[config.mk]
export PLATFORM = sky130hd
export DESIGN_NAME = scam_engine
export DESIGN_NICKNAME = d
export VERILOG_FILES = /design/src/rtl/scam_pkg.sv /design/src/rtl/scam_ms_timer.sv /design/src/rtl/scam_arb_judge.sv /design/src/rtl/scam_xfer_path.sv /design/src/rtl/scam_engine.sv
export SDC_FILE = /design/constraint.sdc
export NUM_CORES = 1
export LEC_CHECK = 0
export ABC_AREA = 1
export BUFFER_PORTS_ARGS = -buffer_cell sky130_fd_sc_hd__buf_4
export CAP_MARGIN = 20
export CORE_MARGIN = 8
export CORE_UTILIZATION = 60
export DETAILED_ROUTE_END_ITERATION = 12
export PLACE_DENSITY = 0.94
export SLEW_MARGIN = 20
export SYNTH_ARGS = -nofsm -noshare
export SYNTH_HDL_FRONTEND = slang
export SYNTH_SLANG_ARGS = --single-unit
[constraint.sdc]
create_clock -name clk -period 3.2 [get_ports clk]
set_input_delay 0.16 -clock clk [delete_from_list [all_inputs] [get_ports clk]]
set_output_delay 0.16 -clock clk [all_outputs]
set_load 0.03 [all_outputs]
[src/rtl/scam_pkg.sv]
package scam_pkg;
    typedef enum logic [2:0] {
        ST_IDLE,
        ST_WAIT_FREE,
        ST_ARB,
        ST_SEL_WIN,
        ST_LINKED,
        ST_CYCLE
    } scam_st_e;

    localparam logic [7:0] IRQ_LINKED    = 8'h12;
    localparam logic [7:0] IRQ_NO_MASTER = 8'h17;
    localparam logic [7:0] IRQ_CYCLE_OK  = 8'h1C;
    localparam logic [7:0] IRQ_CD_LOST   = 8'h1D;
    localparam logic [7:0] IRQ_BAD_CMD   = 8'h40;

    localparam logic [1:0] LINK_FREE = 2'd0;
    localparam logic [1:0] LINK_SEEK = 2'd1;
    localparam logic [1:0] LINK_CONN = 2'd2;

    localparam int SCAM_W = 5;
endpackage

[src/rtl/scam_ms_timer.sv]
module scam_ms_timer #(
    parameter int CLK_PER_MS = 20000,
    parameter int TMO_W      = 8
) (
    input  logic             clk,
    input  logic             rst_n,
    input  logic             start,
    input  logic [TMO_W-1:0] period,
    output logic             done
);
    localparam int PRE_W = $clog2(CLK_PER_MS + 1);
    localparam logic [PRE_W-1:0] PRE_LAST = PRE_W'(CLK_PER_MS - 1);

    logic [PRE_W-1:0] pre_q;
    logic [TMO_W-1:0] ms_left_q;
    logic             run_q;

    assign done = run_q && (ms_left_q == '0);

    always_ff @(posedge clk) begin
        if (!rst_n) begin
            pre_q     <= '0;
            ms_left_q <= '0;
            run_q     <= 1'b0;
        end else if (start) begin
            pre_q     <= '0;
            ms_left_q <= period;
            run_q     <= 1'b1;
        end else if (done) begin
            run_q <= 1'b0;
        end else if (run_q) begin
            if (pre_q == PRE_LAST) begin
                pre_q     <= '0;
                ms_left_q <= ms_left_q - 1'b1;
            end else begin
                pre_q <= pre_q + 1'b1;
            end
        end
    end
endmodule

[src/rtl/scam_arb_judge.sv]
module scam_arb_judge #(
    parameter int ID_W = 3
) (
    input  logic              slave,
    input  logic [ID_W-1:0]   own_id,
    input  logic              bus_sel,
    input  logic [2**ID_W-1:0] bus_data,
    output logic              lose
);
    localparam int DATA_W = 2 ** ID_W;

    logic [DATA_W-1:0] above;

    genvar g;
    generate
        for (g = 0; g < DATA_W; g++) begin : g_above
            assign above[g] = (int'(own_id) < g);
        end
    endgenerate

    logic rival_hi;
    logic rival_any;

    assign rival_hi  = |(bus_data & above);
    assign rival_any = |bus_data;
    assign lose      = bus_sel || (slave ? rival_any : rival_hi);
endmodule

[src/rtl/scam_xfer_path.sv]
module scam_xfer_path #(
    parameter int XFER_CYC = 20,
    parameter int DATA_W   = 8
) (
    input  logic                       clk,
    input  logic                       rst_n,
    input  logic                       launch,
    input  logic [scam_pkg::SCAM_W-1:0] tx_in,
    input  logic [DATA_W-1:0]          bus_in,
    output logic [scam_pkg::SCAM_W-1:0] tx_hold,
    output logic                       last,
    output logic [scam_pkg::SCAM_W-1:0] rx_out
);
    localparam int CNT_W = $clog2(XFER_CYC + 1);
    localparam logic [CNT_W-1:0] CNT_LAST = CNT_W'(XFER_CYC - 1);

    logic [CNT_W-1:0] cnt_q;
    logic             busy_q;

    assign last = busy_q && (cnt_q == '0);

    always_ff @(posedge clk) begin
        if (!rst_n) begin
            cnt_q   <= '0;
            busy_q  <= 1'b0;
            tx_hold <= '0;
            rx_out  <= '0;
        end else if (launch) begin
            cnt_q   <= CNT_LAST;
            busy_q  <= 1'b1;
            tx_hold <= tx_in;
        end else if (last) begin
            busy_q <= 1'b0;
            rx_out <= bus_in[scam_pkg::SCAM_W-1:0];
        end else if (busy_q) begin
            cnt_q <= cnt_q - 1'b1;
        end
    end
endmodule

[src/rtl/scam_engine.sv]
module scam_engine #(
    parameter int CLK_PER_MS = 20000,
    parameter int TMO_W      = 8,
    parameter int ID_W       = 3,
    parameter int ARB_CYC    = 48,
    parameter int XFER_CYC   = 20
) (
    input  logic                clk,
    input  logic                rst_n,
    input  logic                cmd_sel,
    input  logic                cmd_xfer,
    input  logic                role_slave,
    input  logic [ID_W-1:0]     own_id,
    input  logic [TMO_W-1:0]    tmo_period,
    input  logic [4:0]          tx_data,
    input  logic                bus_bsy_in,
    input  logic                bus_sel_in,
    input  logic                bus_cd_in,
    input  logic [2**ID_W-1:0]  bus_data_in,
    output logic                bsy_drv,
    output logic                sel_drv,
    output logic [2**ID_W-1:0]  data_drv,
    output logic [4:0]          rx_data,
    output logic [1:0]          link_state,
    output logic                irq,
    output logic [7:0]          irq_code
);
    import scam_pkg::*;

    localparam int DATA_W = 2 ** ID_W;
    localparam int ARB_W  = $clog2(ARB_CYC + 1);
    localparam logic [ARB_W-1:0] ARB_LAST = ARB_W'(ARB_CYC - 1);

    scam_st_e st_q, st_nx;
    logic [ARB_W-1:0] arb_cnt_q;
    logic             slave_q;

    logic       ev_fire;
    logic [7:0] ev_code;
    logic       arb_load, tmr_start, xfer_launch, role_take;
    logic       tmr_done, arb_lose, xfer_last, cmd_any, bus_free;
    logic [SCAM_W-1:0] tx_hold;

    assign cmd_any  = cmd_sel || cmd_xfer;
    assign bus_free = !bus_bsy_in && !bus_sel_in;

    scam_ms_timer #(.CLK_PER_MS(CLK_PER_MS), .TMO_W(TMO_W)) u_timer (
        .clk(clk), .rst_n(rst_n), .start(tmr_start),
        .period(tmo_period), .done(tmr_done)
    );

    scam_arb_judge #(.ID_W(ID_W)) u_judge (
        .slave(slave_q), .own_id(own_id), .bus_sel(bus_sel_in),
        .bus_data(bus_data_in), .lose(arb_lose)
    );

    scam_xfer_path #(.XFER_CYC(XFER_CYC), .DATA_W(DATA_W)) u_xfer (
        .clk(clk), .rst_n(rst_n), .launch(xfer_launch), .tx_in(tx_data),
        .bus_in(bus_data_in), .tx_hold(tx_hold), .last(xfer_last),
        .rx_out(rx_data)
    );

    // next-state and event selection
    always_comb begin
        st_nx       = st_q;
        ev_fire     = 1'b0;
        ev_code     = irq_code;
        arb_load    = 1'b0;
        tmr_start   = 1'b0;
        xfer_launch = 1'b0;
        role_take   = 1'b0;
        unique case (st_q)
            ST_IDLE: begin
                if (cmd_sel) begin
                    st_nx     = ST_WAIT_FREE;
                    role_take = 1'b1;
                end else if (cmd_xfer) begin
                    ev_fire = 1'b1;
                    ev_code = IRQ_BAD_CMD;
                end
            end
            ST_WAIT_FREE: begin
                if (cmd_any) begin
                    ev_fire = 1'b1;
                    ev_code = IRQ_BAD_CMD;
                end
                if (bus_free) begin
                    st_nx    = ST_ARB;
                    arb_load = 1'b1;
                end
            end
            ST_ARB: begin
                if (cmd_any) begin
                    ev_fire = 1'b1;
                    ev_code = IRQ_BAD_CMD;
                end
                if (arb_cnt_q == '0) begin
                    if (arb_lose) begin
                        st_nx = ST_WAIT_FREE;
                    end else begin
                        st_nx     = ST_SEL_WIN;
                        tmr_start = 1'b1;
                    end
                end
            end
            ST_SEL_WIN: begin
                if (cmd_any) begin
                    ev_fire = 1'b1;
                    ev_code = IRQ_BAD_CMD;
                end
                if (tmr_done) begin
                    ev_fire = 1'b1;
                    if (bus_cd_in) begin
                        st_nx   = ST_LINKED;
                        ev_code = IRQ_LINKED;
                    end else begin
                        st_nx   = ST_IDLE;
                        ev_code = IRQ_NO_MASTER;
                    end
                end
            end
            ST_LINKED: begin
                if (cmd_sel) begin
                    ev_fire = 1'b1;
                    ev_code = IRQ_BAD_CMD;
                end else if (cmd_xfer) begin
                    if (bus_cd_in) begin
                        st_nx       = ST_CYCLE;
                        xfer_launch = 1'b1;
                    end else begin
                        st_nx   = ST_IDLE;
                        ev_fire = 1'b1;
                        ev_code = IRQ_CD_LOST;
                    end
                end
            end
            ST_CYCLE: begin
                if (cmd_any) begin
                    ev_fire = 1'b1;
                    ev_code = IRQ_BAD_CMD;
                end
                if (xfer_last) begin
                    st_nx   = ST_LINKED;
                    ev_fire = 1'b1;
                    ev_code = IRQ_CYCLE_OK;
                end
            end
            default: st_nx = ST_IDLE;
        endcase
    end

    // state register
    always_ff @(posedge clk) begin
        if (!rst_n) begin
            st_q      <= ST_IDLE;
            arb_cnt_q <= '0;
            slave_q   <= 1'b0;
            irq       <= 1'b0;
            irq_code  <= '0;
        end else begin
            st_q <= st_nx;
            irq  <= ev_fire;
            if (ev_fire) irq_code <= ev_code;
            if (role_take) slave_q <= role_slave;
            if (arb_load) arb_cnt_q <= ARB_LAST;
            else if (st_q == ST_ARB && arb_cnt_q != '0) arb_cnt_q <= arb_cnt_q - 1'b1;
        end
    end

    // line drives and state indication
    always_comb begin
        bsy_drv    = 1'b0;
        sel_drv    = 1'b0;
        data_drv   = '0;
        link_state = LINK_FREE;
        unique case (st_q)
            ST_IDLE: link_state = LINK_FREE;
            ST_WAIT_FREE: link_state = LINK_SEEK;
            ST_ARB: begin
                link_state = LINK_SEEK;
                bsy_drv    = 1'b1;
                if (!slave_q) data_drv = DATA_W'(1) << own_id;
            end
            ST_SEL_WIN: begin
                link_state = LINK_SEEK;
                bsy_drv    = 1'b1;
                sel_drv    = 1'b1;
            end
            ST_LINKED: begin
                link_state = LINK_CONN;
                sel_drv    = 1'b1;
            end
            ST_CYCLE: begin
                link_state = LINK_CONN;
                sel_drv    = 1'b1;
                data_drv   = {{(DATA_W-SCAM_W){1'b0}}, tx_hold};
            end
            default: link_state = LINK_FREE;
        endcase
    end
endmodule

==> summary.txt <==
Run status
  – Outcome: finished, final reports clean

Synth
  – Ys Warns: 0
  – Most used flip-flop cell after synthesis: dfxtp_1
  – Simple-gate share of the synthesized area: 0.370
  – XOR/XNOR share of the synthesized area: 0.0354
  – Syn avg cell area: 6.62 sq um
  – Mux cell area share after synthesis: 0
  – Post-Syn Nets: 562
  – Post-synthesis sequential area ratio: 0.341
  – Syn Inst Count: 523
  – Synthesized flop and latch total: 59
  – EDFF count, synth: 0
  – Synth top area share: 0.341
  – Adder-Cell Fraction of Synth Area: 0.0253
  – Synthesized area: 3460 sq um
  – Leading post-synthesis cells by cell area: dfxtp_1 (34%), nand2_1 (13%), nor2_1 (8.1%)
  – Compound-cell area share of the yosys netlist: 0.134
  – Main combinational cell family by area after synthesis: simple AND/OR/NAND/NOR gates
  – Area leader, netlist: dfxtp_1
  – Post-synthesis async set-or-reset flop share: 0
  – Unique cell type count in the Yosys netlist: 46

Timing
  – Rel. slew slack: 0.610
  – Fmax: 485 MHz
  – Max Slew Vio Count: 0
  – RSZ-0062 raised after global routing: false
  – Setup violators final: 0
  – Setup Skew: 0.0104 ns
  – Setup TNS Final: 0 ns
  – Shortest period the worst path allows: 2.06 ns
  – Final period utilization: 0.644
  – Worst Tran Pin Value: 0.582 ns
  – Final WS setup: 1.14 ns
  – Final hold viol count: 0

GRT
  – Gr ovfl total: 0
  – Largest net degree at the start of global routing: 29
  – Number of global-route vias before repair: 3557
  – Initial antenna violation count: 0
  – First-pass GRT wire length: 15.5 mm
  – Gr usage total: 0.217

Final layout
  – Commonest non-fill, non-tap cell in the layout: nand2_1
  – Final Cell Area: 4100 sq um
  – Fillers: 452
  – Layout area overhead: 18.3%
  – Most frequent cells in the layout: nand2_1 (117), nor2_1 (75), inv_1 (59), dfxtp_1 (59), buf_4 (57)
  – Non-filler cells in the finished layout: 655
  – Final #Nets: 617
  – Share of layout cells above drive strength 1: 0.170
  – Ant. Diodes: 0

Worst setup path
  – Crit path required time: 3.44 ns
  – Highest cell delay on the worst timing path: 0.39 ns
  – WP buf/inv: 2
  – Delay-heaviest family, CP: simple AND/OR/NAND/NOR gates
  – Critical R2R Launch: u_timer.ms_left_q[0]
  – Worst path cell trace: inv_1, ha_1, nand3_1, nor3_2, nor2_2, inv_1, nor2_1, nor2_1, a211oi_1
  – Reg-to-reg endpoint: u_timer.pre_q[0]
  – CP max FO: 13
  – Type of origin of the critical path: flop
  – CP endpoint kind: flop
  – FF-to-FF setup slack: 1.14 ns
  – Max stage delay cell, worst path: nor2_2
  – Worst path arrival time: 2.31 ns
  – FF-to-FF path depth: 9
  – CP Class: flop to flop

CTS
  – Clk sink count: 59
  – Hold_buf cts: 0
  – Clock tree buffer depth: 2
  – CTS tree: built
  – Worst-path clk slew: 0.07 ns
  – CTS resizes: 0
  – Setup bufs post-CTS: 0
  – H-tree levels: 3
  – Skew-Pair Late Insertion Delay: 0.34 ns
  – Root Driver: clkbuf_8
  – Number of CTS-inserted buffers: 9

Min path
  – Hold Path Cell Cnt: 3
  – Hold Crit Class: input pin to flop
  – Min-delay src: tx_data[3]
  – Min-Delay Endpoint: u_xfer.tx_hold[3]

Placement
  – DP Worst Slack: 1.18 ns
  – Area post-placement: 3910 sq um
  – Final HPWL DP: 6.69 mm
  – Final GP Congestion: 0.918
  – Dpl cells: 639
  – Port Buffers: 57

Pwr
  – Power, Total: 0.00236 W
  – P_leak: 1.84 nW
  – VDD IR max: 0.537 mV
  – Power Dens Cells: 575 nW/um^2

Floorplan
  – IO Pins: 58
  – Initial Util: 0.625
  – DIE HEIGHT: 92.0 um
  – Rows: 27
  – Total core area: 5540 sq um
  – Die span in x: 92.0 um
  – Die area: 8460 sq um

Route
  – Final WL: 9.02 mm
  – Drt pass-1 iters: 5
  – Vias per inst: 5.59
  – Routed WL per cell: 13.8 um
  – Remaining antenna violation count: 0
  – Vias after detailed routing: 3664
  – Starting DRT DRC Count: 174
  – Detailed-route DRC error count: 0

Run
  – Max cap viols: 0
## registers in the layout, summed over array words and instances, names as in the netlist
register,cells
slave_q,1
u_timer.pre_q,15
irq,1
u_timer.run_q,1
irq_code,8
u_timer.ms_left_q,8
st_q,3
u_xfer.cnt_q,5
u_xfer.busy_q,1
u_xfer.rx_out,5
u_xfer.tx_hold,5
arb_cnt_q,6
## worst max path at each step
stage / cells past startpoint / slack [ns] / from / end
3_5_place_dp: 9 / 1.18 / u_timer.ms_left_q[0] / u_timer.pre_q[0]
2_1_floorplan: 5 / 1.28 / st_q[2] / data_drv[4]
4_1_cts: 9 / 1.16 / u_timer.ms_left_q[0] / u_timer.pre_q[0]
5_1_grt: 9 / 0.87 / u_timer.ms_left_q[0] / u_timer.pre_q[0]
3_3_place_gp: 9 / 1.32 / u_timer.ms_left_q[0] / u_timer.pre_q[0]
6_report: 9 / 1.14 / u_timer.ms_left_q[0] / u_timer.pre_q[0]
## worst register-to-register path, cell delays in order (launching register included)
cell and delay, ns:
dfxtp_1 0.35, inv_1 0.09, ha_1 0.21, nand3_1 0.10
nor3_2 0.06, nor2_2 0.39, inv_1 0.31, nor2_1 0.22
nor2_1 0.06, a211oi_1 0.19
## per-layer routing
metal	vias to the layer above	GRT usage	part of all wire
li1	1818	-	-
met1	1665	0.246	0.43
met2	157	0.374	0.49
met3	24	0.0644	0.064
met4	0	0.0832	0.020
met5	-	0	0
## synthesized netlist by cell type, types with 2 or more instances
master	n
nor2_4	3
nor3_2	2
buf_4	3
clkinv_1	2
clkbuf_1	2
nand2_1	117
o21ai_1	2
o31ai_1	3
xor2_1	14
nand3_1	34
nor3b_1	2
nand2_2	4
nor2_2	3
buf_2	5
nand4_1	19
nand3_2	3
nor3_1	9
a211oi_1	4
inv_1	59
nor2_1	75
a21oi_1	30
dfxtp_1	59
inv_2	6
o21ai_0	30
a31oi_1	5
nor4_1	2
ha_1	7
## report_power, final
group / total, W / internal (W) / switching (W) / leakage, nW
registers: 0.000870 / 0.000809 / 0.0000602 / 0.478
clock network: 0.000656 / 0.000366 / 0.000290 / 0.0997
logic: 0.000832 / 0.000266 / 0.000566 / 1.26
## cell type report
class                           instances  area, sq um  share of cell area
Clock buffer                           15          186              0.0455
Sequential cell                        59         1180               0.288
Clock inverter                          1         5.00             0.00122
Multi-Input combinational cell        384         1950               0.477
Timing Repair Buffer                   57          428               0.104
Inverter                               67          251              0.0614
Tap cell                               72         90.1              0.0220
## through the flow
step / hold WS, ns / util
after floorplan: 0.295 / -
after global routing: 0.0405 / 0.739
after CTS: 0.0408 / 0.739
after global placement: 0.383 / 0.705
after detailed placement: 0.389 / 0.705
final: 0.0537 / 0.739
## kinds of logic after synthesis
family                   Yosys count
XOR/XNOR                          14
buffers and inverters             80
flip-flops                        59
AND/OR/NAND/NOR                  280
AO/OA/AOI/OAI                     83
adder cells (fa/ha/maj)            7
Power figures use the tool's default switching activity.
